==> config.mk <==
export PLATFORM = sky130hd
export DESIGN_NAME = pt_walker
export DESIGN_NICKNAME = d
export VERILOG_FILES = /design/src/rtl/ptw_pkg.sv /design/src/rtl/ptw_datapath.sv /design/src/rtl/ptw_ctrl.sv /design/src/rtl/pt_walker.sv
export SDC_FILE = /design/constraint.sdc
export NUM_CORES = 1
export LEC_CHECK = 0
export BUFFER_PORTS_ARGS = -buffer_cell sky130_fd_sc_hd__buf_2
export CAP_MARGIN = 20
export CORE_MARGIN = 4
export CORE_UTILIZATION = 51
export DETAILED_ROUTE_END_ITERATION = 12
export HOLD_SLACK_MARGIN = 0.02
export PLACE_DENSITY = 0.8
export SETUP_SLACK_MARGIN = 0.5
export SLEW_MARGIN = 20
export SYNTH_ARGS = -nofsm -noshare
export SYNTH_HDL_FRONTEND = slang
export SYNTH_SLANG_ARGS = --single-unit
==> constraint.sdc <==
create_clock -name clk -period 1.95 [get_ports clk]
set_input_delay 0.39 -clock clk [delete_from_list [all_inputs] [get_ports clk]]
set_output_delay 0.39 -clock clk [all_outputs]
set_load 0.01 [all_outputs]
==> src/rtl/ptw_pkg.sv <==
package ptw_pkg;

  // entry flag positions (decoded by the walker and by software alike)
  localparam int BIT_PRESENT  = 0;
  localparam int BIT_WRITABLE = 1;
  localparam int BIT_USER     = 2;
  localparam int BIT_ACCESSED = 5;
  localparam int BIT_DIRTY    = 6;
  localparam int BIT_BIGPAGE  = 7;

  typedef enum logic [1:0] {
    SEL_DIR_RD,
    SEL_TBL_RD,
    SEL_DIR_WB,
    SEL_TBL_WB
  } memSel_e;

  // control -> datapath strobes
  typedef struct packed {
    logic    latchReq;
    logic    capDir;
    logic    capTbl;
    logic    ldOk;
    logic    ldFault;
    logic    ldAbort;
    logic    faultPresent;
    memSel_e memSel;
  } ctrlStrobe_t;

  // datapath -> control status
  typedef struct packed {
    logic dirPresent;
    logic dirLarge;
    logic dirDeny;
    logic tblPresent;
    logic tblDeny;
    logic walkLarge;
  } walkStatus_t;

endpackage

==> src/rtl/ptw_datapath.sv <==
module ptw_datapath
  import ptw_pkg::*;
#(
  parameter int ADDR_W    = 32,
  parameter int OFFS_W    = 12,
  parameter int TBL_IDX_W = 10
) (
  input  logic              clk,
  input  logic              rstN,
  input  ctrlStrobe_t       stb,
  input  logic [ADDR_W-1:0] reqLinAddr,
  input  logic              reqWrite,
  input  logic [1:0]        reqCpl,
  input  logic              reqOverride,
  input  logic              wpEnable,
  input  logic              largePageEn,
  input  logic [ADDR_W-1:0] tableBase,
  input  logic [ADDR_W-1:0] memRData,
  output walkStatus_t       status,
  output logic [ADDR_W-1:0] memAddr,
  output logic [ADDR_W-1:0] memWData,
  output logic [ADDR_W-1:0] rspPhysAddr,
  output logic              rspFault,
  output logic [2:0]        rspErrCode,
  output logic [ADDR_W-1:0] rspFaultAddr
);

  localparam int DIR_IDX_W    = ADDR_W - OFFS_W - TBL_IDX_W;
  localparam int BIG_OFFS_W   = OFFS_W + TBL_IDX_W;
  localparam int ENTRY_SHIFT  = $clog2(ADDR_W / 8);
  localparam logic [ADDR_W-1:0] OFFS_MASK = {{(ADDR_W-OFFS_W){1'b0}}, {OFFS_W{1'b1}}};
  localparam logic [ADDR_W-1:0] ALL_ONES  = '1;

  logic [ADDR_W-1:0] linQ, baseQ, dirQ, tblQ;
  logic              writeQ, userQ, ovrQ, wpQ, lpQ, largeQ;

  // request capture
  always_ff @(posedge clk) begin
    if (!rstN) begin
      linQ   <= '0;
      baseQ  <= '0;
      writeQ <= 1'b0;
      userQ  <= 1'b0;
      ovrQ   <= 1'b0;
      wpQ    <= 1'b0;
      lpQ    <= 1'b0;
    end else if (stb.latchReq) begin
      linQ   <= reqLinAddr;
      baseQ  <= tableBase & ~OFFS_MASK;
      writeQ <= reqWrite;
      userQ  <= (reqCpl == 2'd3);
      ovrQ   <= reqOverride;
      wpQ    <= wpEnable;
      lpQ    <= largePageEn;
    end
  end

  // entry capture
  always_ff @(posedge clk) begin
    if (!rstN) begin
      dirQ   <= '0;
      tblQ   <= '0;
      largeQ <= 1'b0;
    end else begin
      if (stb.capDir) begin
        dirQ   <= memRData;
        largeQ <= memRData[BIT_BIGPAGE] & lpQ;
      end
      if (stb.capTbl) tblQ <= memRData;
    end
  end

  // permission rule on a pair of user/writable flags
  function automatic logic denyAccess(input logic uFlag, input logic wFlag);
    logic userBad, writeBad;
    userBad  = userQ && !uFlag && !ovrQ;
    writeBad = writeQ && !wFlag && !ovrQ && (userQ || wpQ);
    return userBad || writeBad;
  endfunction

  logic [ADDR_W-1:0] combined;
  assign combined = dirQ & memRData;

  always_comb begin
    status.dirPresent = memRData[BIT_PRESENT];
    status.dirLarge   = memRData[BIT_BIGPAGE] & lpQ;
    status.dirDeny    = denyAccess(memRData[BIT_USER], memRData[BIT_WRITABLE]);
    status.tblPresent = memRData[BIT_PRESENT];
    status.tblDeny    = denyAccess(combined[BIT_USER], combined[BIT_WRITABLE]);
    status.walkLarge  = largeQ;
  end

  // address generation
  logic [ADDR_W-1:0] dirIdxOff, tblIdxOff, dirAddr, tblAddr;
  assign dirIdxOff = {{(ADDR_W-DIR_IDX_W-ENTRY_SHIFT){1'b0}},
                      linQ[ADDR_W-1 -: DIR_IDX_W], {ENTRY_SHIFT{1'b0}}};
  assign tblIdxOff = {{(ADDR_W-TBL_IDX_W-ENTRY_SHIFT){1'b0}},
                      linQ[BIG_OFFS_W-1 -: TBL_IDX_W], {ENTRY_SHIFT{1'b0}}};
  assign dirAddr   = baseQ + dirIdxOff;
  assign tblAddr   = (dirQ & ~OFFS_MASK) + tblIdxOff;

  // write-back data: set accessed, dirty on writes at the final level
  logic [ADDR_W-1:0] accMask, dirtyMask, dirWb, tblWb;
  assign accMask   = ADDR_W'(1) << BIT_ACCESSED;
  assign dirtyMask = ADDR_W'(1) << BIT_DIRTY;
  assign dirWb     = dirQ | accMask | ((largeQ && writeQ) ? dirtyMask : '0);
  assign tblWb     = tblQ | accMask | (writeQ ? dirtyMask : '0);

  always_comb begin
    memAddr  = dirAddr;
    memWData = '0;
    unique case (stb.memSel)
      SEL_DIR_RD: memAddr = dirAddr;
      SEL_TBL_RD: memAddr = tblAddr;
      SEL_DIR_WB: begin memAddr = dirAddr; memWData = dirWb; end
      SEL_TBL_WB: begin memAddr = tblAddr; memWData = tblWb; end
      default:    memAddr = dirAddr;
    endcase
  end

  // result registers
  logic [ADDR_W-1:0] okAddr;
  assign okAddr = largeQ ? {dirQ[ADDR_W-1:BIG_OFFS_W], linQ[BIG_OFFS_W-1:0]}
                         : {tblQ[ADDR_W-1:OFFS_W], linQ[OFFS_W-1:0]};

  always_ff @(posedge clk) begin
    if (!rstN) begin
      rspPhysAddr  <= ALL_ONES;
      rspFault     <= 1'b0;
      rspErrCode   <= '0;
      rspFaultAddr <= '0;
    end else if (stb.ldOk) begin
      rspPhysAddr <= okAddr;
      rspFault    <= 1'b0;
      rspErrCode  <= '0;
    end else if (stb.ldFault) begin
      rspPhysAddr  <= ALL_ONES;
      rspFault     <= 1'b1;
      rspErrCode   <= {userQ, writeQ, stb.faultPresent};
      rspFaultAddr <= linQ;
    end else if (stb.ldAbort) begin
      rspPhysAddr <= ALL_ONES;
      rspFault    <= 1'b0;
      rspErrCode  <= '0;
    end
  end

endmodule

==> src/rtl/ptw_ctrl.sv <==
module ptw_ctrl
  import ptw_pkg::*;
(
  input  logic        clk,
  input  logic        rstN,
  input  logic        reqValid,
  input  logic        abortPending,
  input  logic        memAck,
  input  walkStatus_t status,
  output ctrlStrobe_t stb,
  output logic        memReq,
  output logic        memWe,
  output logic        busy,
  output logic        rspValid
);

  typedef enum logic [2:0] {
    ST_IDLE, ST_DIR_RD, ST_TBL_RD, ST_DIR_WB, ST_TBL_WB, ST_DONE
  } walkState_e;

  walkState_e state, nextState;

  always_ff @(posedge clk) begin
    if (!rstN) state <= ST_IDLE;
    else       state <= nextState;
  end

  always_comb begin
    nextState = state;
    stb       = '{latchReq: 1'b0, capDir: 1'b0, capTbl: 1'b0, ldOk: 1'b0,
                  ldFault: 1'b0, ldAbort: 1'b0, faultPresent: 1'b0,
                  memSel: SEL_DIR_RD};
    memReq    = 1'b0;
    memWe     = 1'b0;
    unique case (state)
      ST_IDLE: begin
        if (reqValid) begin
          stb.latchReq = 1'b1;
          stb.ldAbort  = abortPending;
          nextState    = abortPending ? ST_DONE : ST_DIR_RD;
        end
      end
      ST_DIR_RD: begin
        memReq     = 1'b1;
        stb.memSel = SEL_DIR_RD;
        if (memAck) begin
          stb.capDir = 1'b1;
          if (!status.dirPresent) begin
            stb.ldFault = 1'b1;
            nextState   = ST_DONE;
          end else if (status.dirLarge) begin
            if (status.dirDeny) begin
              stb.ldFault      = 1'b1;
              stb.faultPresent = 1'b1;
              nextState        = ST_DONE;
            end else begin
              nextState = ST_DIR_WB;
            end
          end else begin
            nextState = ST_TBL_RD;
          end
        end
      end
      ST_TBL_RD: begin
        memReq     = 1'b1;
        stb.memSel = SEL_TBL_RD;
        if (memAck) begin
          stb.capTbl = 1'b1;
          if (!status.tblPresent) begin
            stb.ldFault = 1'b1;
            nextState   = ST_DONE;
          end else if (status.tblDeny) begin
            stb.ldFault      = 1'b1;
            stb.faultPresent = 1'b1;
            nextState        = ST_DONE;
          end else begin
            nextState = ST_DIR_WB;
          end
        end
      end
      ST_DIR_WB: begin
        memReq     = 1'b1;
        memWe      = 1'b1;
        stb.memSel = SEL_DIR_WB;
        if (memAck) begin
          if (status.walkLarge) begin
            stb.ldOk  = 1'b1;
            nextState = ST_DONE;
          end else begin
            nextState = ST_TBL_WB;
          end
        end
      end
      ST_TBL_WB: begin
        memReq     = 1'b1;
        memWe      = 1'b1;
        stb.memSel = SEL_TBL_WB;
        if (memAck) begin
          stb.ldOk  = 1'b1;
          nextState = ST_DONE;
        end
      end
      ST_DONE: nextState = ST_IDLE;
      default: nextState = ST_IDLE;
    endcase
  end

  assign busy     = (state != ST_IDLE);
  assign rspValid = (state == ST_DONE);


  rsp_single_pulse_chk: assert property (@(posedge clk) disable iff (!rstN)
    rspValid |=> !rspValid);


  busy_release_chk: assert property (@(posedge clk) disable iff (!rstN)
    $fell(busy) |-> $past(rspValid));


  abort_no_walk_chk: assert property (@(posedge clk) disable iff (!rstN)
    (!busy && reqValid && abortPending) |=> (rspValid && !memReq));

endmodule

==> src/rtl/pt_walker.sv <==
module pt_walker
  import ptw_pkg::*;
#(
  parameter int ADDR_W    = 32,
  parameter int OFFS_W    = 12,
  parameter int TBL_IDX_W = 10
) (
  input  logic              clk,
  input  logic              rstN,
  input  logic              reqValid,
  input  logic [ADDR_W-1:0] reqLinAddr,
  input  logic              reqWrite,
  input  logic [1:0]        reqCpl,
  input  logic              reqOverride,
  input  logic              wpEnable,
  input  logic              largePageEn,
  input  logic              abortPending,
  input  logic [ADDR_W-1:0] tableBase,
  output logic              busy,
  output logic              rspValid,
  output logic [ADDR_W-1:0] rspPhysAddr,
  output logic              rspFault,
  output logic [2:0]        rspErrCode,
  output logic [ADDR_W-1:0] rspFaultAddr,
  output logic              memReq,
  output logic              memWe,
  output logic [ADDR_W-1:0] memAddr,
  output logic [ADDR_W-1:0] memWData,
  input  logic              memAck,
  input  logic [ADDR_W-1:0] memRData
);

  ctrlStrobe_t stb;
  walkStatus_t status;

  ptw_ctrl u_ctrl (
    .clk          (clk),
    .rstN         (rstN),
    .reqValid     (reqValid),
    .abortPending (abortPending),
    .memAck       (memAck),
    .status       (status),
    .stb          (stb),
    .memReq       (memReq),
    .memWe        (memWe),
    .busy         (busy),
    .rspValid     (rspValid)
  );

  ptw_datapath #(
    .ADDR_W    (ADDR_W),
    .OFFS_W    (OFFS_W),
    .TBL_IDX_W (TBL_IDX_W)
  ) u_dp (
    .clk          (clk),
    .rstN         (rstN),
    .stb          (stb),
    .reqLinAddr   (reqLinAddr),
    .reqWrite     (reqWrite),
    .reqCpl       (reqCpl),
    .reqOverride  (reqOverride),
    .wpEnable     (wpEnable),
    .largePageEn  (largePageEn),
    .tableBase    (tableBase),
    .memRData     (memRData),
    .status       (status),
    .memAddr      (memAddr),
    .memWData     (memWData),
    .rspPhysAddr  (rspPhysAddr),
    .rspFault     (rspFault),
    .rspErrCode   (rspErrCode),
    .rspFaultAddr (rspFaultAddr)
  );


  addr_hold_chk: assert property (@(posedge clk) disable iff (!rstN)
    (memReq && !memAck) |=> (memReq && $stable(memAddr)));


  fault_addr_invalid_chk: assert property (@(posedge clk) disable iff (!rstN)
    (rspValid && rspFault) |-> (rspPhysAddr == '1));


  wb_marks_chk: assert property (@(posedge clk) disable iff (!rstN)
    (memReq && memWe) |-> (memWData[BIT_PRESENT] && memWData[BIT_ACCESSED]));

endmodule

==> qor.log, run 1 <==
qor: die.pin_count 243
qor: global_route.globalRouteOverflowTotal 0
qor: timing.finalHoldViolations 0
qor: timing.fin_worst_hold_slack 182 ps
qor: die.std_cell_rows 44
qor: yosys.seq_area_frac_synth 50.2%
qor: critical_path.worst-setup-path-type flip-flop to primary output
qor: die.floorplan.die.width 130 µm
qor: critical_path.setup.worst_path.start_class flip-flop
qor: place.detailed_placement_wirelength_estimate 15100 µm
qor: run.maxCapViolCount 0
qor: outcome.failing_checks negative setup slack
qor: worst_hold_path.hold_path_depth 3
qor: route.postRouteAntennaNets 0
qor: critical_path.levels_on_crit_path 6
qor: place.io_buffer_count 227
qor: die.floorplan.die_area 17000 µm²
qor: critical_path.termination_of_the_worst_setup_path memAddr[29]
qor: route.drt_pre_antenna_iters 6
qor: finish.finish.cell_count_without_fillers 1399
qor: global_route.grt_max_degree 98
qor: timing.fin_skew 12.7 ps
qor: timing.max_slew.worst_pin.slew 577 ps
qor: place.globalplace.congestion 0.878
qor: finish.flow.area_growth_from_synthesis 66.1%
qor: place.dp_slack 11.7 ps
qor: yosys.netlist_area 7620 µm²
qor: critical_path.r2r_start u_ctrl.state[1]$_SDFFE_PN0P_
qor: critical_path.crit_arrival 1870 ps
qor: route.avgRoutedWirePerCell 24.9 µm
qor: critical_path.dominant_delay_contributor_by_cell_family_on_the_critical_path buffers and inverters
qor: place.placed_cells_incl_taps 1272
qor: critical_path.setup_crit_start u_ctrl.state[2]$_SDFFE_PN0P_
qor: pwr.ir_worst_vdd 0.000892 V
qor: critical_path.cpPeakStageDelay 370 ps
qor: critical_path.critical_path_buf_inv_count 3
qor: route.route.detailed.drc 0
qor: yosys.synth_ff_type dfxtp_1
qor: timing.finalCriticalPeriod 2260 ps
qor: clock_network.clk-insertion-delay-late 440 ps
qor: timing.max-slew-margin-rel 61.5%
qor: critical_path.setup.reg_to_reg.worst_slack -260 ps
qor: yosys.synth_warnings 0
qor: timing.grt_setup_unrepaired true
qor: pwr.report.power.total 10400 µW
qor: yosys.ys_async_sr_fraction 0%
qor: yosys.synth.top_cell.area_share 50.2%
qor: route.detailedRoute.firstIterationViolations 965
qor: finish.layout.core_utilization 86.8%
qor: critical_path.worstPathCellList xnor2_2 > nor2_4 > buf_12 > buf_16 > mux2_2 > buf_2
qor: yosys.syn-instance-count 907
qor: critical_path.worst_r2r_endpoint u_dp.rspErrCode[0]$_SDFFE_PP0P_
qor: clock_network.htree_levels 4
qor: route.via_count_of_the_routed_design 8780
qor: timing.post-route-period-util 116%
qor: pwr.power.static_leakage 0.00525 µW
qor: yosys.synth_top_cells_by_count nand2_1, dfxtp_1, a21oi_1
qor: clock_network.cts-hold-fix-buffers 0
qor: timing.finalMaxSlewViolations 0
qor: clock_network.max-clock-path-buffers 2
qor: yosys.ys_seq_elements 191
qor: yosys.synth_edf_count 0
qor: outcome.result_of_the_run finished, violations left
qor: global_route.grt_pass1_wl 44000 µm
qor: yosys.synth.avg_cell_area 8.41 µm²
qor: clock_network.cts_tree done
qor: global_route.global_route.usage.total 33.7%
qor: clock_network.clockRootBuffer clkbuf_16
qor: pwr.power_density 818 nW/µm²
qor: route.via_per_inst 6.28
qor: timing.achievable-frequency 443 MHz
qor: die.fp.coreArea 14600 µm²
qor: critical_path.cpMaxStageDelayCell dfxtp_4
qor: critical_path.crit_required 1560 ps
qor: finish.drive_gt1_share 51.2%
qor: die.effective_utilization_at_floorplan 52.3%
qor: yosys.synth_cell_types 41
qor: route.finalWirelength 34900 µm
qor: clock_network.clk_pin_slew 70 ps
qor: clock_network.numCtsBuffers 17
qor: timing.setup_slack_after_layout -307 ps
qor: yosys.synth.largest_area_cell dfxtp_1
qor: yosys.biggest_area_contributors_in_the_synthesized_netlist dfxtp_1, nand2_1, a21oi_1, mux2_2, a22o_1
qor: timing.setup_viol_count_final 135
qor: worst_hold_path.hold_path.class input port to flip-flop
qor: clock_network.clkSinkCount 191
qor: finish.finalNetCount 1306
qor: yosys.yosys.cell_count.top_type nand2_1
qor: critical_path.critPathMaxFanout 10
qor: global_route.vias_in_the_first_global_route 8021
qor: critical_path.endpoint_kind primary output
qor: critical_path.worst-r2r-cell-count 12
qor: die.die_y 130 µm
qor: global_route.grt_antenna_before_repair 3
[metrics by stage]
stage          setup TNS, ps  instance area (µm²)
6_report              -21990                12700
3_5_place_dp               0                 9170
2_1_floorplan              0                 7770
4_1_cts               -13760                11400
5_1_grt               -27270                12700
3_3_place_gp               0                 9170
[layer usage]
| metal | GRT usage [%] | part of all wire, % | up-vias |
|---|---|---|---|
| met4 | 14.2 | 6.1 | 0 |
| met3 | 10.3 | 12 | 197 |
| li1 | - | - | 3712 |
| met2 | 55.0 | 47 | 690 |
| met5 | 0 | 0 | - |
| met1 | 41.5 | 35 | 4181 |
[worst register-to-register path, stage by stage, from the launching register on]
cell      delay, ps
dfxtp_4         370
buf_6           130
buf_4           130
buf_6           120
buf_6           110
nand2b_4        110
nor2_4           60
buf_6           120
buf_6           110
buf_8           120
buf_12          130
a222oi_1        430
nor3_1          150
[flip-flops by register name, indices dropped and copies added (netlist names)]
name / flops
u_dp.rspFault: 1
u_dp.wpQ: 1
u_dp.userQ: 1
u_dp.largeQ: 1
u_dp.linQ: 32
u_dp.lpQ: 1
u_dp.writeQ: 1
u_dp.ovrQ: 1
u_dp.baseQ: 20
u_ctrl.state: 3
u_dp.rspPhysAddr: 32
u_dp.dirQ: 31
u_dp.rspFaultAddr: 32
u_dp.tblQ: 31
u_dp.rspErrCode: 3
[repair_timing]
item / in CTS / in global routing
resized for setup: 183 / 227
cloned: 24 / 10
pin swaps: 66 / 85
setup buffers: 42 / 16
setup endpoints to repair: 256 / 258
[how the worst min path moves through the flow]
stage	start	slack [ps]	to
2_1_floorplan	u_dp.baseQ[19]$_SDFFE_PN0P_	430	u_dp.baseQ[19]$_SDFFE_PN0P_
3_3_place_gp	u_dp.baseQ[31]$_SDFFE_PN0P_	440	u_dp.baseQ[31]$_SDFFE_PN0P_
3_5_place_dp	u_dp.baseQ[19]$_SDFFE_PN0P_	450	u_dp.baseQ[19]$_SDFFE_PN0P_
4_1_cts	reqLinAddr[0]	180	u_dp.linQ[0]$_SDFFE_PN0P_
5_1_grt	tableBase[23]	170	u_dp.baseQ[23]$_SDFFE_PN0P_
6_report	tableBase[30]	180	u_dp.baseQ[30]$_SDFFE_PN0P_
[layout by cell type, fill, tap and decap left out, types with 3 or more instances in the layout]
master / Yosys / final
a21oi_1: 125 / 75
buf_16: 0 / 21
nor2_4: 0 / 5
clkbuf_16: 0 / 25
buf_2: 8 / 200
dfxtp_4: 0 / 3
mux2_2: 30 / 15
a2bb2oi_1: 20 / 9
a2bb2oi_2: 0 / 11
dfxtp_1: 191 / 188
or2_4: 0 / 6
clkinv_4: 0 / 3
buf_4: 6 / 25
nand2b_4: 0 / 3
a21oi_2: 0 / 50
nand3_1: 38 / 6
o21ai_1: 12 / 15
mux2i_1: 22 / 22
o21ai_2: 0 / 16
nand2_2: 0 / 14
buf_12: 0 / 28
a22o_1: 30 / 30
nand3_2: 0 / 24
clkinvlp_4: 0 / 4
buf_8: 0 / 6
nand2b_1: 8 / 5
o22a_1: 12 / 12
nand3_4: 0 / 9
buf_6: 0 / 60
nand2_4: 0 / 53
diode_2: 0 / 3
mux2_4: 0 / 15
clkinv_2: 0 / 4
nand2_1: 278 / 211
[layout make-up]
| type | count | area (µm²) |
|---|---|---|
| Antenna cell | 3 | 7.51 |
| Fill cell | 659 | 1920 |
| Timing Repair Buffer | 348 | 3290 |
| Tap cell | 184 | 230 |
| Clock inverter | 15 | 138 |
| Inverter | 4 | 22.5 |
| Clock buffer | 17 | 425 |
| Sequential cell | 191 | 3830 |
| Multi-Input combinational cell | 637 | 4710 |
[report_power, final]
part / switching, µW / internal [µW] / total, µW
logic: 1310 / 1280 / 2590
clock network: 1680 / 1780 / 3450
registers: 211 / 4100 / 4310
[cells by family (layout without fill, tap and decap cells)]
group,after synthesis,count (layout),share of synthesized area [%]
buf+inv,83,384,4.51
compound gates,233,233,19.2
flops,191,191,50.2
mux,52,52,7.32
simple gates,345,348,18.6
xor+xnor,2,2,0.230
other cells,1,5,0.0492
(Power assumes the default switching activity.)
==> run 2, diff against run 1 <==
Settings changed: CORE_UTILIZATION 51 to 52, CTS_CLUSTER_DIAMETER set to 60, SKIP_LAST_GASP set to 1, SYNTH_HIERARCHICAL set to 1.
==> run 2 against run 1 <==
Final area increased by 1.0%. Non-clock buffer count down 2. Via count down 16%. The run still ends with negative setup slack left. Highest routed layer unchanged. Critical path depth is 2 higher. Area after synthesis grew 10%. Sequential power is 12% higher. Global-route usage fell by 5.6 points. Utilization down 6.3 points. Fmax decreased by 7.1%.
==> qor.log, run 2 <==
qor: outcome.result_of_the_run finished, violations left [unchanged]
qor: outcome.failing_checks negative setup slack [unchanged]
qor: global_route.vias_in_the_first_global_route 7197 [was 8021]
qor: route.drt_pre_antenna_iters 5 [was 6]
qor: critical_path.critical_path_buf_inv_count 4 [was 3]
qor: route.avgRoutedWirePerCell 20.9 µm [was 24.9 µm]
qor: die.pin_count 243 [unchanged]
qor: finish.finalNetCount 1227 [was 1306]
qor: critical_path.r2r_start u_ctrl/state[2]$_SDFFE_PN0P_ [was u_ctrl.state[1]$_SDFFE_PN0P_]
qor: pwr.sequentialPowerShare 32.2% [was 41.6%]
qor: timing.setup_slack_after_layout -479 ps [was -307 ps]
qor: clock_network.clk-insertion-delay-late 430 ps [was 440 ps]
qor: yosys.synth.avg_cell_area 10.2 µm² [was 8.41 µm²]
qor: place.globalplace.congestion 0.880 [was 0.878]
qor: route.via_per_inst 5.49 [was 6.28]
qor: yosys.ys_async_sr_fraction 0% [unchanged]
qor: run.maxCapViolCount 0 [unchanged]
qor: pwr.report.power.total 15000 µW [was 10400 µW]
qor: critical_path.worst-r2r-cell-count 10 [was 12]
qor: finish.finalInstanceArea 12800 µm² [was 12700 µm²]
qor: die.fp.coreArea 15900 µm² [was 14600 µm²]
qor: critical_path.setup.reg_to_reg.worst_slack -310 ps [was -260 ps]
qor: route.via_count_of_the_routed_design 7417 [was 8780]
qor: yosys.synth_top_family_by_area multiplexers [was compound AO/OA/AOI/OAI gates]
qor: timing.grt_setup_unrepaired true [unchanged]
qor: pwr.power_switching_share 32.1% [was 30.9%]
qor: pwr.comb_power_share 43.6% [was 25.0%]
qor: yosys.netlist_area 8400 µm² [was 7620 µm²]
qor: critical_path.endpoint_kind primary output [unchanged]
qor: yosys.syn-instance-count 822 [was 907]
qor: clock_network.clockRootBuffer clkbuf_16 [unchanged]
qor: finish.most-common-layout-cells buf_2, dfxtp_1, mux2i_1 [was nand2_1, buf_2, dfxtp_1]
qor: critical_path.cpPeakStageDelay 380 ps [was 370 ps]
qor: yosys.synth_top_cells_by_count dfxtp_1, mux2i_1, nor2b_1 [was nand2_1, dfxtp_1, a21oi_1]
qor: yosys.synth.largest_area_cell dfxtp_1 [unchanged]
qor: finish.layout.core_utilization 80.5% [was 86.8%]
qor: timing.post-route-period-util 125% [was 116%]
qor: yosys.synth_simple_gate_area_share 17.5% [was 18.6%]
qor: critical_path.critical_path.most_common_cell buf_6
qor: pwr.power_report.internal_total 10200 µW [was 7150 µW]
qor: critical_path.worst-setup-path-type flip-flop to primary output [unchanged]
qor: global_route.globalRouteOverflowTotal 0 [unchanged]
qor: clock_network.clkSinkCount 191 [unchanged]
qor: global_route.global_route.usage.total 28.2% [was 33.7%]
qor: pwr.switchingPower 4810 µW [was 3200 µW]
qor: clock_network.clk_pin_slew 80 ps [was 70 ps]
qor: die.floorplan.die_area 18300 µm² [was 17000 µm²]
qor: critical_path.setup.worst_path.start_class flip-flop [unchanged]
qor: place.post_dp_cell_area 10100 µm² [was 9170 µm²]
qor: yosys.ys_seq_elements 191 [unchanged]
qor: route.route.detailed.drc 0 [unchanged]
qor: critical_path.dominant_delay_contributor_by_cell_family_on_the_critical_path buffers and inverters [unchanged]
qor: die.floorplan.die.width 135 µm [was 130 µm]
qor: timing.finalCriticalPeriod 2430 ps [was 2260 ps]
qor: route.detailedRoute.firstIterationViolations 594 [was 965]
qor: yosys.synth.top_cell.area_share 45.5% [was 50.2%]
qor: yosys.biggest_area_contributors_in_the_synthesized_netlist dfxtp_1, mux2i_1, nor2b_1, mux2_2, a21boi_0 [was dfxtp_1, nand2_1, a21oi_1, mux2_2, a22o_1]
qor: clock_network.cts_tree done [unchanged]
qor: place.io_buffer_count 227 [unchanged]
qor: pwr.power.static_leakage 0.00519 µW [was 0.00525 µW]
qor: critical_path.crit_arrival 2040 ps [was 1870 ps]
qor: place.detailed_placement_wirelength_estimate 15400 µm [was 15100 µm]
qor: timing.setup_viol_count_final 134 [was 135]
qor: global_route.grt_max_degree 74 [was 98]
qor: yosys.post_synth_xor_area_fraction 0.104% [was 0.230%]
qor: yosys.synth_cell_types 39 [was 41]
qor: finish.layout.cells.most_common buf_2 [was nand2_1]
qor: clock_network.htree_levels 4 [unchanged]
qor: timing.finalMaxSlewViolations 0 [unchanged]
qor: worst_hold_path.min_delay_worst_endpoint u_dp/linQ[4]$_SDFFE_PN0P_ [was u_dp.baseQ[30]$_SDFFE_PN0P_]
qor: timing.achievable-frequency 412 MHz [was 443 MHz]
qor: yosys.synth_warnings 6 [was 0]
qor: yosys.yosys.cell_count.top_type dfxtp_1 [was nand2_1]
qor: yosys.synth_edf_count 0 [unchanged]
qor: route.postRouteAntennaNets 0 [unchanged]
qor: timing.max_slew.worst_pin.slew 585 ps [was 577 ps]
qor: critical_path.worstPathCellList buf_6 > nand2b_4 > a21oi_4 > buf_6 > buf_16 > mux2i_1 > nor2b_1 > buf_2 [was xnor2_2 > nor2_4 > buf_12 > buf_16 > mux2_2 > buf_2]
qor: clock_network.cts-hold-fix-buffers 0 [unchanged]
qor: yosys.synth_ff_type dfxtp_1 [unchanged]
qor: pwr.power_frac_clock 24.3% [was 33.4%]
qor: die.std_cell_rows 46 [was 44]
qor: critical_path.cpMaxStageDelayCell dfxtp_4 [unchanged]
qor: yosys.synth-adder-area-share 0% [unchanged]
qor: place.dp_slack -408 ps [was 11.7 ps]
qor: yosys.muxShareOfSynthArea 24.3% [was 7.32%]
qor: die.effective_utilization_at_floorplan 52.9% [was 52.3%]
qor: finish.fill_cell_total_of_the_finished_layout 927 [was 659]
qor: timing.finalHoldViolations 0 [unchanged]
qor: clock_network.max-clock-path-buffers 2 [unchanged]
qor: critical_path.critPathMaxFanout 12 [was 10]
qor: finish.drive_gt1_share 46.1% [was 51.2%]
qor: finish.layout_top_registers u_dp/linQ (32), u_dp/rspFaultAddr (32), u_dp/rspPhysAddr (32) [was u_dp.linQ (32), u_dp.rspFaultAddr (32), u_dp.rspPhysAddr (32)]
qor: route.finalWirelength 28300 µm [was 34900 µm]
qor: clock_network.numCtsBuffers 17 [unchanged]
qor: worst_hold_path.min-delay-start reqLinAddr[4] [was tableBase[30]]
qor: timing.max-slew-margin-rel 61.0% [was 61.5%]
qor: worst_hold_path.hold_path.class input port to flip-flop [unchanged]
qor: worst_hold_path.hold_path_depth 3 [unchanged]
qor: yosys.synth_compound_area_share 8.29% [was 19.2%]
qor: global_route.grt_pass1_wl 39800 µm [was 44000 µm]
qor: critical_path.crit_required 1560 ps [about the same]
qor: yosys.seq_area_frac_synth 45.5% [was 50.2%]
qor: pwr.ir_worst_vdd 0.000815 V [was 0.000892 V]
qor: timing.fin_skew 14.9 ps [was 12.7 ps]
qor: global_route.grt_antenna_before_repair 2 [was 3]
qor: pwr.power_density 1170 nW/µm² [was 818 nW/µm²]
qor: finish.flow.area_growth_from_synthesis 52.3% [was 66.1%]
qor: die.die_y 135 µm [was 130 µm]
qor: critical_path.worst_r2r_endpoint u_dp/rspFaultAddr[19]$_SDFFE_PN0P_ [was u_dp.rspErrCode[0]$_SDFFE_PP0P_]
-- run 2: final cells by class --
type / count / area [µm²] / area share, %
Inverter: 5 / 18.8 / 0.147
Clock buffer: 17 / 425 / 3.32
Timing Repair Buffer: 346 / 3120 / 24.4
Multi-Input combinational cell: 559 / 4940 / 38.6
Sequential cell: 191 / 3840 / 30.0
Tap cell: 216 / 270 / 2.11
Clock inverter: 14 / 176 / 1.38
Antenna cell: 3 / 7.51 / 0.0587
-- run 2: power by group through the flow --
stage / clock, µW / combinational (µW) / sequential (µW)
CTS: 3650 / 5940 / 4760
detailed placement: 0 / 3840 / 4820
global route: 3820 / 6800 / 4870
floorplan: 0 / 2840 / 4770
global placement: 0 / 3770 / 4810
finish: 3640 / 6530 / 4820
-- run 2: what timing repair did --
action / in CTS / in global routing
gates cloned: 24 / 2
endpoints found under the setup margin: 251 / 256
pin swaps: 20 / 45
gates resized for setup: 142 / 115
endpoints found under the hold margin: 0 / 0
buffers inserted: 36 / 14
-- run 2: cells by family (layout without fill, tap and decap cells) --
group	count (synthesis)	count (layout)
XOR/XNOR	1	1
multiplexers	200	200
flip-flops	191	191
other	1	5
AND/OR/NAND/NOR	265	266
AO/OA/AOI/OAI	90	90
buffers and inverters	74	382
-- run 2: worst max path at each step --
stage	start	endpoint	slack, ps	cells past startpoint
finish	u_ctrl/state[2]$_SDFFE_PN0P_	memWData[2]	-480	8
global route	u_ctrl/state[2]$_SDFFE_PN0P_	memWData[2]	-520	8
CTS	u_ctrl/state[2]$_SDFFE_PN0P_	memAddr[12]	-380	8
detailed placement	memRData[2]	u_dp/rspFaultAddr[1]$_SDFFE_PN0P_	-410	11
global placement	memRData[1]	u_dp/rspFaultAddr[2]$_SDFFE_PN0P_	-280	11
floorplan	u_dp/writeQ$_SDFFE_PN0P_	u_dp/rspPhysAddr[10]$_SDFFE_PN1P_	-40	11
-- run 2: metrics by stage --
| step | hold slack, ps | TNS (ps) | instances |
|---|---|---|---|
| 5_1_grt | 230 | -42350 | 1350 |
| 6_report | 225 | -36250 | 1351 |
| 3_5_place_dp | 443 | -19780 | 1241 |
| 4_1_cts | 207 | -30920 | 1332 |
| 3_3_place_gp | 439 | -16480 | 1241 |
| 2_1_floorplan | 443 | -1170 | 823 |
-- run 2: metal layers --
| metal | GRT usage (%) | share of wire [%] | wire (µm) |
|---|---|---|---|
| met2 | 46.5 | 49 | 13800 |
| met1 | 36.4 | 41 | 11600 |
| met4 | 9.85 | 2.6 | 748 |
| met5 | 0 | 0 | 0 |
| met3 | 6.56 | 7.6 | 2140 |
-- run 2: worst min-delay path, delay by kind of cell --
kind / cells / cell delay [ps]
simple gates: 1 / 90
mux: 1 / 50
buf+inv: 1 / 80
